===== src/rtl/evtQueuePkg.sv =====
package evtQueuePkg;
  localparam int CODE_W = 16;
  localparam logic signed [CODE_W-1:0] OVF_CODE = -16'sd350;

  // strobes from control to datapath
  typedef struct packed {
    logic wrEn;    // store incoming code at write pointer
    logic wrMark;  // overwrite newest slot with overflow code
    logic rdEn;    // advance read pointer
  } qStrobe_t;
endpackage


===== src/rtl/evtQueueCtrl.sv =====
module evtQueueCtrl
  import evtQueuePkg::*;
#(
  parameter int DEPTH = 8,
  localparam int CNT_W = $clog2(DEPTH + 1)
) (
  input  logic             clk,
  input  logic             rstN,
  input  logic             pushValid,
  input  logic             popReq,
  output qStrobe_t         st,
  output logic [CNT_W-1:0] count
);
  logic marked;
  logic canPop;
  logic isFull;

  always_comb begin
    canPop    = popReq && (count != '0);
    isFull    = (count == CNT_W'(DEPTH));
    st.rdEn   = canPop;
    st.wrEn   = pushValid && (!isFull || canPop);
    st.wrMark = pushValid && isFull && !canPop && !marked;
  end

  always_ff @(posedge clk or negedge rstN) begin
    if (!rstN) begin
      count  <= '0;
      marked <= 1'b0;
    end else begin
      case ({st.wrEn, st.rdEn})
        2'b10:   count <= count + 1'b1;
        2'b01:   count <= count - 1'b1;
        default: count <= count;
      endcase
      if (st.rdEn)        marked <= 1'b0;
      else if (st.wrMark) marked <= 1'b1;
    end
  end

  p_count_bound_r8: assert property (@(posedge clk) disable iff (!rstN)
    count <= CNT_W'(DEPTH));
  p_pop_dec_r2: assert property (@(posedge clk) disable iff (!rstN)
    (st.rdEn && !st.wrEn) |=> (count == $past(count) - 1'b1));
  p_mark_full_r3: assert property (@(posedge clk) disable iff (!rstN)
    st.wrMark |=> (count == CNT_W'(DEPTH)));
  p_lock_r4: assert property (@(posedge clk) disable iff (!rstN)
    (marked && pushValid && !popReq) |=> ($stable(count) && marked));
  p_full_push_pop_r7: assert property (@(posedge clk) disable iff (!rstN)
    (isFull && pushValid && popReq) |-> (st.wrEn && !st.wrMark));
  p_empty_pop_r6: assert property (@(posedge clk) disable iff (!rstN)
    (count == '0 && popReq && !pushValid) |=> (count == '0));
endmodule


===== src/rtl/evtQueueData.sv =====
module evtQueueData
  import evtQueuePkg::*;
#(
  parameter int DEPTH = 8,
  localparam int PTR_W = (DEPTH > 1) ? $clog2(DEPTH) : 1
) (
  input  logic                     clk,
  input  logic                     rstN,
  input  qStrobe_t                 st,
  input  logic signed [CODE_W-1:0] pushCode,
  output logic signed [CODE_W-1:0] headCode
);
  logic signed [CODE_W-1:0] mem [DEPTH];
  logic [PTR_W-1:0] wrPtr, rdPtr, lastPtr;

  function automatic logic [PTR_W-1:0] nextPtr(input logic [PTR_W-1:0] p);
    return (p == PTR_W'(DEPTH - 1)) ? '0 : p + 1'b1;
  endfunction

  always_comb begin
    lastPtr  = (wrPtr == '0) ? PTR_W'(DEPTH - 1) : wrPtr - 1'b1;
    headCode = mem[rdPtr];
  end

  always_ff @(posedge clk or negedge rstN) begin
    if (!rstN) begin
      wrPtr <= '0;
      rdPtr <= '0;
      for (int i = 0; i < DEPTH; i++) mem[i] <= '0;
    end else begin
      if (st.wrEn) begin
        mem[wrPtr] <= pushCode;
        wrPtr      <= nextPtr(wrPtr);
      end else if (st.wrMark) begin
        mem[lastPtr] <= OVF_CODE;
      end
      if (st.rdEn) rdPtr <= nextPtr(rdPtr);
    end
  end

  p_mark_slot_r3: assert property (@(posedge clk) disable iff (!rstN)
    st.wrMark |=> (mem[$past(lastPtr)] == OVF_CODE));
  p_store_r9: assert property (@(posedge clk) disable iff (!rstN)
    st.wrEn |=> (mem[$past(wrPtr)] == $past(pushCode)));
  p_mark_excl_r3: assert property (@(posedge clk) disable iff (!rstN)
    !(st.wrMark && (st.wrEn || st.rdEn)));
endmodule


===== src/rtl/evtQueue.sv =====
module evtQueue
  import evtQueuePkg::*;
#(
  parameter int DEPTH = 8,
  localparam int CNT_W = $clog2(DEPTH + 1)
) (
  input  logic                     clk,
  input  logic                     rstN,
  input  logic                     pushValid,
  input  logic signed [CODE_W-1:0] pushCode,
  input  logic                     popReq,
  output logic signed [CODE_W-1:0] popCode,
  output logic                     notEmpty,
  output logic [CNT_W-1:0]         count
);
  qStrobe_t st;
  logic signed [CODE_W-1:0] headCode;

  evtQueueCtrl #(.DEPTH(DEPTH)) i_ctrl (
    .clk(clk), .rstN(rstN), .pushValid(pushValid), .popReq(popReq),
    .st(st), .count(count)
  );

  evtQueueData #(.DEPTH(DEPTH)) i_data (
    .clk(clk), .rstN(rstN), .st(st), .pushCode(pushCode), .headCode(headCode)
  );

  assign notEmpty = (count != '0);
  assign popCode  = notEmpty ? headCode : '0;

  p_flag_follow_r5: assert property (@(posedge clk) disable iff (!rstN)
    (pushValid && !popReq) |=> notEmpty);
endmodule


===== config.mk =====
export PLATFORM = sky130hd
export DESIGN_NAME = evtQueue
export DESIGN_NICKNAME = d
export VERILOG_FILES = /design/src/rtl/evtQueuePkg.sv /design/src/rtl/evtQueueCtrl.sv /design/src/rtl/evtQueueData.sv /design/src/rtl/evtQueue.sv
export SDC_FILE = /design/constraint.sdc
export NUM_CORES = 1
export LEC_CHECK = 0
export CAP_MARGIN = 20
export CORE_MARGIN = 2
export CORE_UTILIZATION = 40
export CTS_CLUSTER_SIZE = 8
export DETAILED_ROUTE_END_ITERATION = 10
export DONT_BUFFER_PORTS = 1
export PLACE_DENSITY = 0.59
export SYNTH_ARGS = -nofsm -noshare
export SYNTH_HDL_FRONTEND = slang
export SYNTH_HIERARCHICAL = 1
export SYNTH_SLANG_ARGS = --single-unit

===== constraint.sdc =====
create_clock -name clk -period 2.1 [get_ports clk]
set_input_delay 0.525 -clock clk [delete_from_list [all_inputs] [get_ports clk]]
set_output_delay 0.525 -clock clk [all_outputs]
set_load 0.01 [all_outputs]

# [Word-level counts from Yosys, hierarchy flattened]
# Index checks and enable logic that the tools add are counted.
[totals] reg_bits=139 in_bits=20 output_inout_bits=21 elab_cells=66
[classes] n_addsub=5 order_cmp=5 eq_ne=5 n_mux=17 n_bitwise=6 reduce_logical=16
[op_table] operator="2-to-1 mux 128 bit" count=2
[op_table] operator="bitwise mux 128 bit" count=1
[op_table] operator="demux 16 bit (select 3 bit)" count=2
[op_table] operator="2-to-1 mux 16 bit" count=5
[op_table] operator="bitwise OR 80 bit" count=1
[op_table] operator="bitwise AND 48 bit" count=1
[op_table] operator="binary-select mux 16 bit (select 3 bit)" count=1
[op_table] operator="inverter 48 bit" count=1
[op_table] operator=">= comparator 4 bit, second input constant" count=3
[op_table] operator="inverter 3 -> 4 bit" count=3
[op_table] operator="2-to-1 mux 3 bit" count=3
[op_table] operator="less-than comparator 4 x 1 -> 1 bit, second input constant" count=2
[op_table] operator="one-hot mux 4 bit (2 select lines)" count=1
[op_table] operator="logical AND 1 bit" count=7
[op_table] operator="adder 3 x 1 -> 3 bit, second input constant" count=2
[op_table] operator="== test 3 bit, second input constant" count=2
[op_table] operator="nonzero test 2 bit" count=3
[op_table] operator="adder 4 x 1 -> 4 bit, second input constant" count=1
[op_table] operator="== test 4 bit, second input constant" count=1
[op_table] operator="nonzero test 4 bit" count=1
[op_table] operator="subtractor 4 x 1 -> 4 bit, second input constant" count=1
[op_table] operator="zero test 1 bit" count=3
[op_table] operator="zero test 3 bit" count=1
[op_table] operator="subtractor 3 x 1 -> 3 bit, second input constant" count=1
[op_table] operator="other kinds (4)" count=5

# [Logic depth before layout (Yosys ltp)]
# Gate-level depths: netlist (run 1).
[logic_depth] word_depth=11 mapped_depth=10 depth_no_buf=7

# [By module]
# Netlist (run 1), hierarchy kept.
[modules_own_cells] module="evtQueueData" n_inst=1 cells_per_inst=691 area_per_inst_um2=6825.3 seq_area_each_um2=3353.2
[modules_own_cells] module="evtQueueCtrl" n_inst=1 cells_per_inst=39 area_per_inst_um2=362.8 seq_area_each_um2=125.1
[modules_own_cells] module="evtQueue" n_inst=1 cells_per_inst=25 area_per_inst_um2=259.0 seq_area_each_um2=0.0

# [Least setup slack after synthesis (run 1)]
# No wires, ideal clock.
[synth_timing] path_kind="flip-flop to flip-flop" from="register i_ctrl.count[1]" to="register i_data/mem[32] (netlist bit)" setup_ns=0.133 t_arrival_ns=2.128 required_ns=1.967 setup_slack_ns=-0.161 stages_incl_launch_ff=9 path_buffers=2 synth_period_minus_slack_ns=2.261 cell_sequence="dfrtp_1 > buf_6 > nor3_1 > nand2_1 > o21a_1 > buf_4 > or3b_1 > nor2_1 > o21ai_0"
[synth_lines] item="start, declared" line_no="evtQueueCtrl.sv:12" rtl="output logic [CNT_W-1:0] count"
[synth_lines] item="start signal, assigned" line_no="evtQueueCtrl.sv:32" rtl="2'b10: count <= count + 1'b1;"
[synth_lines] item="start signal, assigned" line_no="evtQueueCtrl.sv:33" rtl="2'b01: count <= count - 1'b1;"
[synth_lines] item="start signal, assigned" line_no="evtQueueCtrl.sv:34" rtl="default: count <= count;"
[synth_lines] item="end signal, assigned by index" line_no="evtQueueData.sv:32" rtl="mem[wrPtr] <= pushCode;"
[synth_lines] item="end, declared" line_no="evtQueueData.sv:13" rtl="logic signed [CODE_W-1:0] mem [DEPTH];"

# [Final worst setup path (run 1)]
[layout_timing] from="register i_data.rdPtr[0]" to="output popCode[15]"
[layout_via] elab_chain_cells=5
[layout_lines] item="start, declared" line_no="evtQueueData.sv:14" rtl="logic [PTR_W-1:0] wrPtr, rdPtr, lastPtr;"
[layout_lines] item="start signal, assigned" line_no="evtQueueData.sv:37" rtl="if (st.rdEn) rdPtr <= nextPtr(rdPtr);"
[layout_lines] item="inverter 3 -> 4 bit (not written as such)" line_no="evtQueueData.sv:22" rtl="headCode = mem[rdPtr];"
[layout_lines] item="binary-select mux 16 bit (select 3 bit)" line_no="evtQueueData.sv:22"
[layout_lines] item="2-to-1 mux 16 bit (not written as such) (2 in series)" line_no="evtQueueData.sv:22"
[layout_lines] item="via headCode[15]" line_no="evtQueue.sv:17" rtl="logic signed [CODE_W-1:0] headCode;"
[layout_lines] item="2-to-1 mux 16 bit" line_no="evtQueue.sv:29" rtl="assign popCode = notEmpty ? headCode : '0;"
[layout_lines] item="end, declared" line_no="evtQueue.sv:12" rtl="output logic signed [CODE_W-1:0] popCode,"
# The timed path passes the listed nets, and every way through them passes these cells. The select of a mux whose other input is x is not followed.

==> results.md, run 1 <==
* Largest net degree at the start of global routing at 140
* Synthesized Nets at 782
* Total chip power at 15050 uW
* Max-capacitance violation count at 0
* CP most frequent cell: buf_12
* Port Buffers at 0
* Gr usage total at 0.2364
* Top cells by area, synth: dfrtp_1 47%, nor2_1 8.8%, a21oi_1 5.4%
* Fillers at 1600
* CTS tree: yes
* Layout cell share with drive strength beyond 1 at 0.3084
* Final period util at 1.225
* Minimum clock period at 2.572 ns
* Final Worst Setup Slack at -0.4720 ns
* Post-Place Worst Slack at -0.07741 ns
* Num ports at 41
* Clk_skew at 0.009827 ns
* Violated checks: negative hold slack, negative setup slack
* Vias in the first global route at 5899
* First-pass GRT wire length at 34670 um
* Crit. End Element: output pin
* Initial core utilization at 0.4118
* Ys Warns at 6
* Total Routed Length at 23450 um
* Routed len/inst at 23.05 um
* Setup TNS at -8.050 ns
* Die ar. at 0.01972 mm^2
* Final core utilization at 0.5012
* HPWL after DPL at 13810 um
* Synth top area share at 0.4671
* DRC viols at 0
* Slowest cell on the critical path: mux4_2
* Synth area leader: dfrtp_1
* Final ANT Viol Nets at 0
* RSZ-0062 raised after global routing: true
* Worst hold slack at -0.2041 ns
* Worst slew pin tran at 0.4928 ns
* ANT cells at 0
* Synth cell types at 55
* Cell Chain, Critical Path: buf_12, buf_12, mux4_2, mux2_4, o41a_1
* Kind of critical path: reg2out
* Leakage at 0.003831 uW
* Final GP Congestion at 0.8057
* Path type of the worst min-delay path: in2async
* CP arrival at 2.05 ns
* Post-synth EDFFs at 0
* Via count at 6052
* Relative slew slack at 0.6715
* Ys flop type: dfrtp_1
* Clock root cell: clkbuf_16
* WP buf/inv at 2
* Clock sinks at 139
* Reg clk slew, reported paths at 0.06 ns
* DR vias/cell at 5.951
* Bufs on Longest Clock Path at 2
* Initial antenna violation count at 0
* Crit path launch type: register
* Top-count cell post-synth: nor2_1
* Die Y at 140.4 um
* FP Rows at 49
* WP data required at 1.57 ns
* Htree depth at 4
* Crit-path max FO at 8
* Status: finished, violations left
* Endpoints failing hold at 139
* Async set-or-reset flop fraction in the synthesized netlist at 1.000
* Initial DRC Count at 677
* Worst skew pair latency at 0.43 ns
* CP top delay family: multiplexers
* Number of synthesized register bits at 139
* Total CTS buffers at 17
* CORE AREA at 0.01809 mm^2
* Met3 wire len at 2307 um
* Slew Viols, Final at 0
* Final net count at 802
* Mean Syn Cell Area at 9.864 um^2
* Top cells by count, synth: 174 x nor2_1, 139 x dfrtp_1, 108 x nand2_1
* Synth Instances at 755
* WL met1 at 9283 um
* Post-synthesis sequential area ratio at 0.4671
* Synth Cell Area at 0.007447 mm^2
* # setup viols final at 54
* Max incr delay on CP at 0.49 ns
* Max Used Layer: met4
* Max IR drop VDD at 0.0006997 V
* Syn-to-layout area delta at 21.72%
* DR pass1 iterations at 8
* Die Wd at 140.4 um
* Gr ovfl total at 0
* Routed length on met2 at 11250 um
* Pwr dens at 1661 mW/mm^2
* Maximum operating frequency at 388.8 MHz
==> path summary, 6_finish.rpt <==
check                                startpoint         endpoint  slack [ns]  cells past startpoint
worst max-delay path            i_data/rdPtr[0]      popCode[15]       -0.47                      5
worst min-delay path                       rstN   i_data/mem[80]       -0.20                      0
worst max register to register  i_ctrl/count[1]   i_data/mem[19]       -0.10                      9
worst min register to register   i_data/mem[68]   i_data/mem[68]        0.53                      2
max in group asynchronous                  rstN   i_data/mem[74]        2.02                      0
min in group clk                    pushCode[4]  i_data/mem[116]        0.21                      2
==> where the power goes <==
group	switching, uW	internal (uW)
registers	791	3980
clock network	1160	1800
logic	3470	3860
==> per-stage QoR <==
stage	hold slack [ns]	area [um^2]	instances
after floorplan	0.2294	7465	755
after global placement	0.2372	7736	960
after detailed placement	0.2385	7736	960
after CTS	-0.2220	8494	1002
after global routing	-0.2243	9065	1017
final	-0.2041	9065	1017
==> sequential cells by signal, summed over array words and instances (netlist names) <==
register / cells
i_ctrl/count: 4
i_ctrl/marked: 1
i_data/rdPtr: 3
i_data/mem: 128
i_data/wrPtr: 3
==> kinds of logic (layout without fill, tap and decap cells) <==
| group | count (synthesis) | in the layout | synth area share |
|---|---|---|---|
| flip-flops | 139 | 139 | 0.4671 |
| adder cells (fa/ha/maj) | 7 | 7 | 0.01176 |
| AO/OA/AOI/OAI | 157 | 157 | 0.1226 |
| AND/OR/NAND/NOR | 319 | 319 | 0.1905 |
| buffers and inverters | 76 | 109 | 0.06737 |
| XOR/XNOR | 4 | 4 | 0.004705 |
| multiplexers | 53 | 53 | 0.1359 |
==> metal layers <==
layer  track usage  up-vias
li1              -     2652
met2        0.3705      328
met4       0.09091        0
met5             0        -
met3       0.08855       51
met1        0.2988     3021
==> repair_timing <==
item / in CTS / in global routing
gates cloned: 4 / 3
pin swaps: 1 / 36
endpoints found under the setup margin: 42 / 118
setup buffers: 6 / 12
hold endpoints to repair: 139 / 139
gates resized for setup: 35 / 132
==> cell type report <==
class,count,area (um^2),area share
Sequential cell,139,3482,0.3841
Tap cell,229,286.5,0.03161
Inverter,3,11.26,0.001242
Clock buffer,20,456.7,0.05038
Timing Repair Buffer,74,869.6,0.09593
Clock inverter,12,122.6,0.01353
Multi-Input combinational cell,540,3836,0.4232
==> layout by cell type, fill, tap and decap left out, types with 2 or more instances in the layout <==
cell type,Yosys,routed
a21oi_1,81,50
a21oi_2,0,27
a21oi_4,0,4
and4b_2,0,2
and4bb_4,0,2
buf_12,0,12
buf_4,19,39
buf_6,13,15
buf_8,1,3
bufbuf_16,0,2
bufinv_16,0,2
clkbuf_16,0,18
clkbuf_8,0,2
clkinv_2,0,6
clkinv_4,0,2
clkinvlp_4,0,2
dfrtp_1,139,136
dfrtp_2,0,3
ha_1,7,7
inv_1,3,3
mux2_2,19,10
mux2_4,0,9
mux4_2,17,31
nand2_1,108,104
nand2_4,0,4
nand3b_1,2,2
nand4b_4,0,2
nand4bb_1,3,3
nor2_1,174,169
nor2_4,0,4
nor3b_2,2,2
o21ai_0,51,27
o21ai_1,1,6
o21ai_2,0,19
o41a_1,16,16
xnor2_1,2,2
xor2_1,2,2
==> worst reg2reg max path: stages, from the launching register on <==
cell	delay (ns)
dfrtp_1	0.40
buf_6	0.13
nor3_4	0.16
nand2_2	0.09
nor4b_2	0.29
buf_4	0.16
or3b_4	0.45
nor2_4	0.23
buf_4	0.15
o21ai_2	0.04
Power figures use the tool's default switching activity.
==> run 2, diff against run 1 <==
Settings changed: CORE_MARGIN 2 to 5, SLEW_MARGIN from default to 0.
==> results.md, run 2 (synthesized netlist as in run 1, its figures left out) <==
* Clock root cell: clkbuf_16 (unchanged)
* FP Rows at 50 (was 49)
* Post-Place Worst Slack at -0.3174 ns (was -0.07741 ns)
* Crit. End Element: output pin (unchanged)
* Minimum clock period at 2.608 ns (was 2.572 ns)
* WP data required at 1.57 ns (about the same)
* Reg-to-reg endpoint: i_data/mem[19] (unchanged)
* Layout cell share with drive strength beyond 1 at 0.3634 (was 0.3084)
* Max-capacitance violation count at 0 (unchanged)
* Maximum operating frequency at 383.5 MHz (was 388.8 MHz)
* Vias in the first global route at 5941 (was 5899)
* Final period util at 1.242 (was 1.225)
* Die Y at 146.4 um (was 140.4 um)
* Endpoints failing hold at 139 (unchanged)
* Gr usage total at 0.2061 (was 0.2364)
* Path type of the worst min-delay path: in2async (unchanged)
* Final GP Congestion at 0.8354 (was 0.8057)
* Pwr dens at 1677 mW/mm^2 (was 1661 mW/mm^2)
* Net Sw Frac at 0.3698 (was 0.3598)
* Worst slew pin tran at 0.7810 ns (was 0.4928 ns)
* DRC viols at 0 (unchanged)
* Crit-path max FO at 5 (was 8)
* Worst hold slack at -0.2106 ns (was -0.2041 ns)
* R2R cell count at 7 (was 9)
* Initial antenna violation count at 0 (unchanged)
* Met3 wire len at 1605 um (was 2307 um)
* Reg clk slew, reported paths at 0.06 ns (about the same)
* Final core utilization at 0.4949 (was 0.5012)
* Total CTS buffers at 17 (unchanged)
* CP top delay family: multiplexers (unchanged)
* HPWL after DPL at 14190 um (was 13810 um)
* Cell Chain, Critical Path: buf_12, buf_8, mux4_2, mux2_4, o41a_1 (was buf_12, buf_12, mux4_2, mux2_4, o41a_1)
* Most frequent cells in the layout: 170 x nor2_1, 137 x dfrtp_1, 101 x nand2_1 (was 169 x nor2_1, 136 x dfrtp_1, 104 x nand2_1)
* Worst skew pair latency at 0.43 ns (about the same)
* Die ar. at 0.02145 mm^2 (was 0.01972 mm^2)
* Max IR drop VDD at 0.0007334 V (was 0.0006997 V)
* Final net count at 801 (was 802)
* Flop pwr share at 0.314 (was 0.317)
* DR vias/cell at 5.888 (was 5.951)
* Num ports at 41 (unchanged)
* Relative slew slack at 0.4789 (was 0.6715)
* Top reg by flops: i_data/mem (unchanged)
* Htree depth at 4 (unchanged)
* Total chip power at 15370 uW (was 15050 uW)
* Initial core utilization at 0.4022 (was 0.4118)
* Routed length on met2 at 11110 um (was 11250 um)
* Largest register FFs at 128 (unchanged)
* R2r startpoint: i_ctrl/count[0] (was i_ctrl/count[1])
* Reg2reg setup slack at -0.10 ns (about the same)
* Max Used Layer: met4 (unchanged)
* Slew Viols, Final at 0 (unchanged)
* Gr ovfl total at 0 (unchanged)
* WP buf/inv at 2 (unchanged)
* Initial DRC Count at 455 (was 677)
* Clock sinks at 139 (unchanged)
* Total Routed Length at 23080 um (was 23450 um)
* Die Wd at 146.4 um (was 140.4 um)
* RSZ-0062 raised after global routing: true (unchanged)
* Port Buffers at 0 (unchanged)
* Final Worst Setup Slack at -0.5076 ns (was -0.4720 ns)
* CP arrival at 2.08 ns (was 2.05 ns)
* ANT cells at 0 (unchanged)
* Internal at 9684 uW (was 9638 uW)
* NetSw at 5683 uW (was 5417 uW)
* Clk_skew at 0.008309 ns (was 0.009827 ns)
* Top Registers: i_data/mem x128, i_ctrl/count x4 (unchanged)
* Crit path launch type: register (unchanged)
* Bufs on Longest Clock Path at 2 (unchanged)
* WL met1 at 9465 um (was 9283 um)
* Syn-to-layout area delta at 23.05% (was 21.72%)
* Slowest cell on the critical path: mux4_2 (unchanged)
* Violated checks: negative hold slack, negative setup slack (unchanged)
* CORE AREA at 0.01852 mm^2 (was 0.01809 mm^2)
* Routed len/inst at 22.61 um (was 23.05 um)
* Status: finished, violations left (unchanged)
* Via count at 6012 (was 6052)
* Combinational share of power at 0.485 (was 0.487)
* Clk pwr share at 0.201 (was 0.196)
* Commonest non-fill, non-tap cell in the layout: nor2_1 (unchanged)
* Leakage at 0.003830 uW (was 0.003831 uW)
* DR pass1 iterations at 5 (was 8)
* # setup viols final at 95 (was 54)
* Kind of critical path: reg2out (unchanged)
* Final ANT Viol Nets at 0 (unchanged)
* Max incr delay on CP at 0.53 ns (was 0.49 ns)
* First-pass GRT wire length at 34300 um (was 34670 um)
* CTS tree: yes (unchanged)
* Largest net degree at the start of global routing at 140 (unchanged)
==> run 2: power groups by stage <==
stage | clock network, uW | registers (uW) | logic (uW)
final | 3090 | 4820 | 7450
after CTS | 3130 | 4780 | 6610
after global routing | 3250 | 4940 | 8010
after detailed placement | 0 | 4780 | 5910
after global placement | 0 | 4710 | 5740
after floorplan | 0 | 4520 | 4700
==> run 2: worst max-delay path by stage <==
stage          cells past startpoint            start         endpoint
6_report                           5  i_data/rdPtr[0]       popCode[7]
5_1_grt                            5  i_data/rdPtr[0]       popCode[7]
3_3_place_gp                       7  i_ctrl/count[1]   i_data/mem[54]
3_5_place_dp                       7  i_ctrl/count[1]   i_data/mem[48]
2_1_floorplan                      9  i_ctrl/count[1]  i_data/mem[100]
4_1_cts                            5  i_data/rdPtr[0]       popCode[5]
==> run 2: worst reg2reg max path: stages (launching register included) <==
cell and delay (ns):
dfrtp_2 0.44, nor3_4 0.22, nand2_2 0.10, nor4b_4 0.35, buf_4 0.18, or3b_4 0.44
nor2_4 0.26, o21ai_1 0.10
==> run 2: cell type report <==
cell class | count | area, um^2
sequential | 139 | 3481
clock buffer | 19 | 432.9
clock inverter | 13 | 163.9
timing repair buffer | 72 | 739.5
fill | 1673 | 9354
multi-input combinational | 541 | 4043
inverter | 3 | 11.26
tap | 234 | 292.8
==> run 2: per-layer routing <==
metal	track usage	up-vias
met5	0	-
met4	0.1068	0
met3	0.04749	59
met2	0.3241	237
met1	0.2671	3080
li1	-	2636
==> run 2: what timing repair did <==
action                                 4_1_cts  5_1_grt
gates resized for setup                     70      175
setup endpoints to repair                  127      145
gates cloned                                 1        8
endpoints found under the hold margin      139      139
pin swaps                                   12       34
setup buffers                                8        7
==> run 2: metrics by stage <==
| step | cells | TNS (ns) | area [um^2] | hold slack, ns |
|---|---|---|---|---|
| 2_1_floorplan | 755 | -0.6031 | 7465 | 0.2294 |
| 3_3_place_gp | 966 | -6.816 | 7684 | 0.2403 |
| 3_5_place_dp | 966 | -8.096 | 7684 | 0.2383 |
| 4_1_cts | 1007 | -7.978 | 8512 | -0.2214 |
| 5_1_grt | 1021 | -20.40 | 9164 | -0.2316 |
| 6_report | 1021 | -10.02 | 9164 | -0.2106 |
==> run 3, diff against run 2 <==
Settings changed: CORE_UTILIZATION 40 to 45, PLACE_DENSITY 0.59 to 0.71.
Clock period 2.1 ns to 2.7 ns, I/O delays scaled along.
==> results.md, run 3 (synthesized netlist as in run 1, its figures left out) <==
* Initial DRC Count at 747 (was 455)
* Final GP Congestion at 0.8551 (was 0.8354)
* Worst hold slack at -0.04840 ns (was -0.2106 ns)
* Worst skew pair latency at 0.42 ns (was 0.43 ns)
* Commonest non-fill, non-tap cell in the layout: nor2_1 (unchanged)
* HPWL after DPL at 12560 um (was 14190 um)
* Crit-path max FO at 8 (was 5)
* Clock root cell: clkbuf_16 (unchanged)
* Die ar. at 0.01922 mm^2 (was 0.02145 mm^2)
* WP data required at 2.03 ns (was 1.57 ns)
* Reg clk slew, reported paths at 0.06 ns (about the same)
* Worst slew pin tran at 1.015 ns (was 0.7810 ns)
* Fillers at 1430 (was 1673)
* Minimum clock period at 2.807 ns
* Max IR drop VDD at 0.0008448 V (was 0.0007334 V)
* ANT cells at 0 (unchanged)
* Initial antenna violation count at 0 (unchanged)
* Gr ovfl total at 0 (unchanged)
* Largest net degree at the start of global routing at 140 (unchanged)
* Vias in the first global route at 5730 (was 5941)
* Maximum operating frequency at 356.2 MHz
* Violated checks: negative hold slack, negative setup slack (unchanged)
* DRC viols at 0 (unchanged)
* Register area at 0.003481 mm^2 (unchanged)
* DR vias/cell at 6.049 (was 5.888)
* Total Routed Length at 22020 um (was 23080 um)
* Grt met1 use at 0.3019 (was 0.2671)
* Final period util at 1.040
* Total CTS buffers at 17 (unchanged)
* Relative slew slack at 0.3227 (was 0.4789)
* Most frequent cells in the layout: 174 x nor2_1, 137 x dfrtp_1, 108 x nand2_1 (was 170 x nor2_1, 137 x dfrtp_1, 101 x nand2_1)
* Path type of the worst min-delay path: in2async (unchanged)
* CP most frequent cell: buf_12
* CORE AREA at 0.01641 mm^2 (was 0.01852 mm^2)
* Num ports at 41 (unchanged)
* Endpoints failing hold at 77 (was 139)
* Via count at 5874 (was 6012)
* Die Wd at 138.6 um (was 146.4 um)
* RSZ-0062 raised after global routing: true (unchanged)
* Clock sinks at 139 (unchanged)
* Port Buffers at 0 (unchanged)
* Post-Place Worst Slack at 0.2934 ns (was -0.3174 ns)
* Final ANT Viol Nets at 0 (unchanged)
* Slew Viols, Final at 0 (unchanged)
* Cell Chain, Critical Path: buf_12, buf_12, buf_16, mux4_2, mux2_4, o41a_1 (was buf_12, buf_8, mux4_2, mux2_4, o41a_1)
* CP arrival at 2.13 ns (was 2.08 ns)
* Initial core utilization at 0.4539 (was 0.4022)
* # setup viols final at 16 (was 95)
* Leakage at 0.003487 uW (was 0.003830 uW)
* GRT met2 Usage at 0.3625 (was 0.3241)
* Max incr delay on CP at 0.52 ns (was 0.53 ns)
* Max-capacitance violation count at 0 (unchanged)
* CTS tree: yes (unchanged)
* GR peak layer: met2 (unchanged)
* Top Registers: i_data/mem x128, i_ctrl/count x4 (unchanged)
* First-pass GRT wire length at 34180 um (was 34300 um)
* Slowest cell on the critical path: mux4_2 (unchanged)
* R2r startpoint: i_ctrl/count[1] (was i_ctrl/count[0])
* Final net count at 765 (was 801)
* Total chip power at 11280 uW (was 15370 uW)
* DR pass1 iterations at 5 (unchanged)
* Gr usage total at 0.2314 (was 0.2061)
* Pwr dens at 1351 mW/mm^2 (was 1677 mW/mm^2)
* Die Y at 138.6 um (was 146.4 um)
* Final Worst Setup Slack at -0.1072 ns (was -0.5076 ns)
* Met3 Use GR at 0.06897 (was 0.04749)
* Routed len/inst at 22.67 um (was 22.61 um)
* Crit. End Element: output pin (unchanged)
* Kind of critical path: reg2out (unchanged)
* Largest register FFs at 128 (unchanged)
* Status: finished, violations left (unchanged)
* Clk_skew at 0.008943 ns (was 0.008309 ns)
* Syn-to-layout area delta at 12.16% (was 23.05%)
* Htree depth at 4 (unchanged)
* Bufs on Longest Clock Path at 2 (unchanged)
* FP Rows at 47 (was 50)
* Top reg by flops: i_data/mem (unchanged)
* Layout cell share with drive strength beyond 1 at 0.1784 (was 0.3634)
* Area of the multi-input gates at 0.003478 mm^2 (was 0.004043 mm^2)
* Crit path launch type: register (unchanged)
* Setup crit start: i_data/rdPtr[0] (unchanged)
## run 3: cell types whose count changed in the layout (fill, tap and decap cells not counted), sizes merged
cell / change
nand2: -1
buf: -36
bufbuf: +1
clkbuf: +4
bufinv: -1
clkinv: +1
inv: -4
## run 3: layout make-up
class,instances,area share
clock buffers,23,0.05962
clock inverters,9,0.01333
inverters,3,0.001348
multi-input cells,540,0.4164
flip-flops and latches,139,0.4167
well taps,220,0.03295
repair buffers,37,0.05962
## run 3: routing by layer
| metal | up-vias | routed length, um |
|---|---|---|
| met5 | - | 0 |
| met4 | 0 | 857 |
| met3 | 57 | 2285 |
| met2 | 341 | 10280 |
| met1 | 2910 | 8596 |
| li1 | 2566 | - |
## run 3: metrics by stage
stage	setup TNS [ns]	util	instance area [um^2]	hold WS, ns	cells
finish	-1.162	0.5091	8353	-0.04840	971
global route	-2.047	0.5091	8353	-0.06551	971
global placement	0	0.4557	7476	0.3890	924
detailed placement	0	0.4557	7476	0.3882	924
floorplan	0	-	7447	0.3794	755
CTS	-1.225	0.5090	8351	-0.05761	971
## run 3: critical path, delay by kind of cell (launching register included)
kind / cells / cell delay [ns]
buffers and inverters: 3 / 0.36
flip-flops: 1 / 0.39
AO/OA/AOI/OAI: 1 / 0.15
multiplexers: 2 / 0.80
## run 3: path summary, 6_finish.rpt
path,end,slack [ns],depth (start not counted)
hold / removal,i_data/mem[64],-0.05,0
setup / recovery,popCode[14],-0.11,6
min in group clk,i_ctrl/marked,0.37,1
hold reg to reg,i_data/mem[40],0.52,2
max in group asynchronous,i_data/mem[5],2.46,0
setup reg to reg,i_data/mem[13],0.26,7
## run 3: report_power, final
part           internal (uW)  total (uW)  switching [uW]
clock                   1480        2360             881
combinational           2690        5170            2490
sequential              3100        3740             647
total                   7260       11300            4020
## run 3: timing repair
| action | 4_1_cts | 5_1_grt |
|---|---|---|
| endpoints found under the setup margin | 16 | 16 |
| endpoints found under the hold margin | 139 | 139 |
| gates resized for setup | 29 | 5 |
| setup buffers | 9 | 0 |
| gates cloned | 6 | 0 |
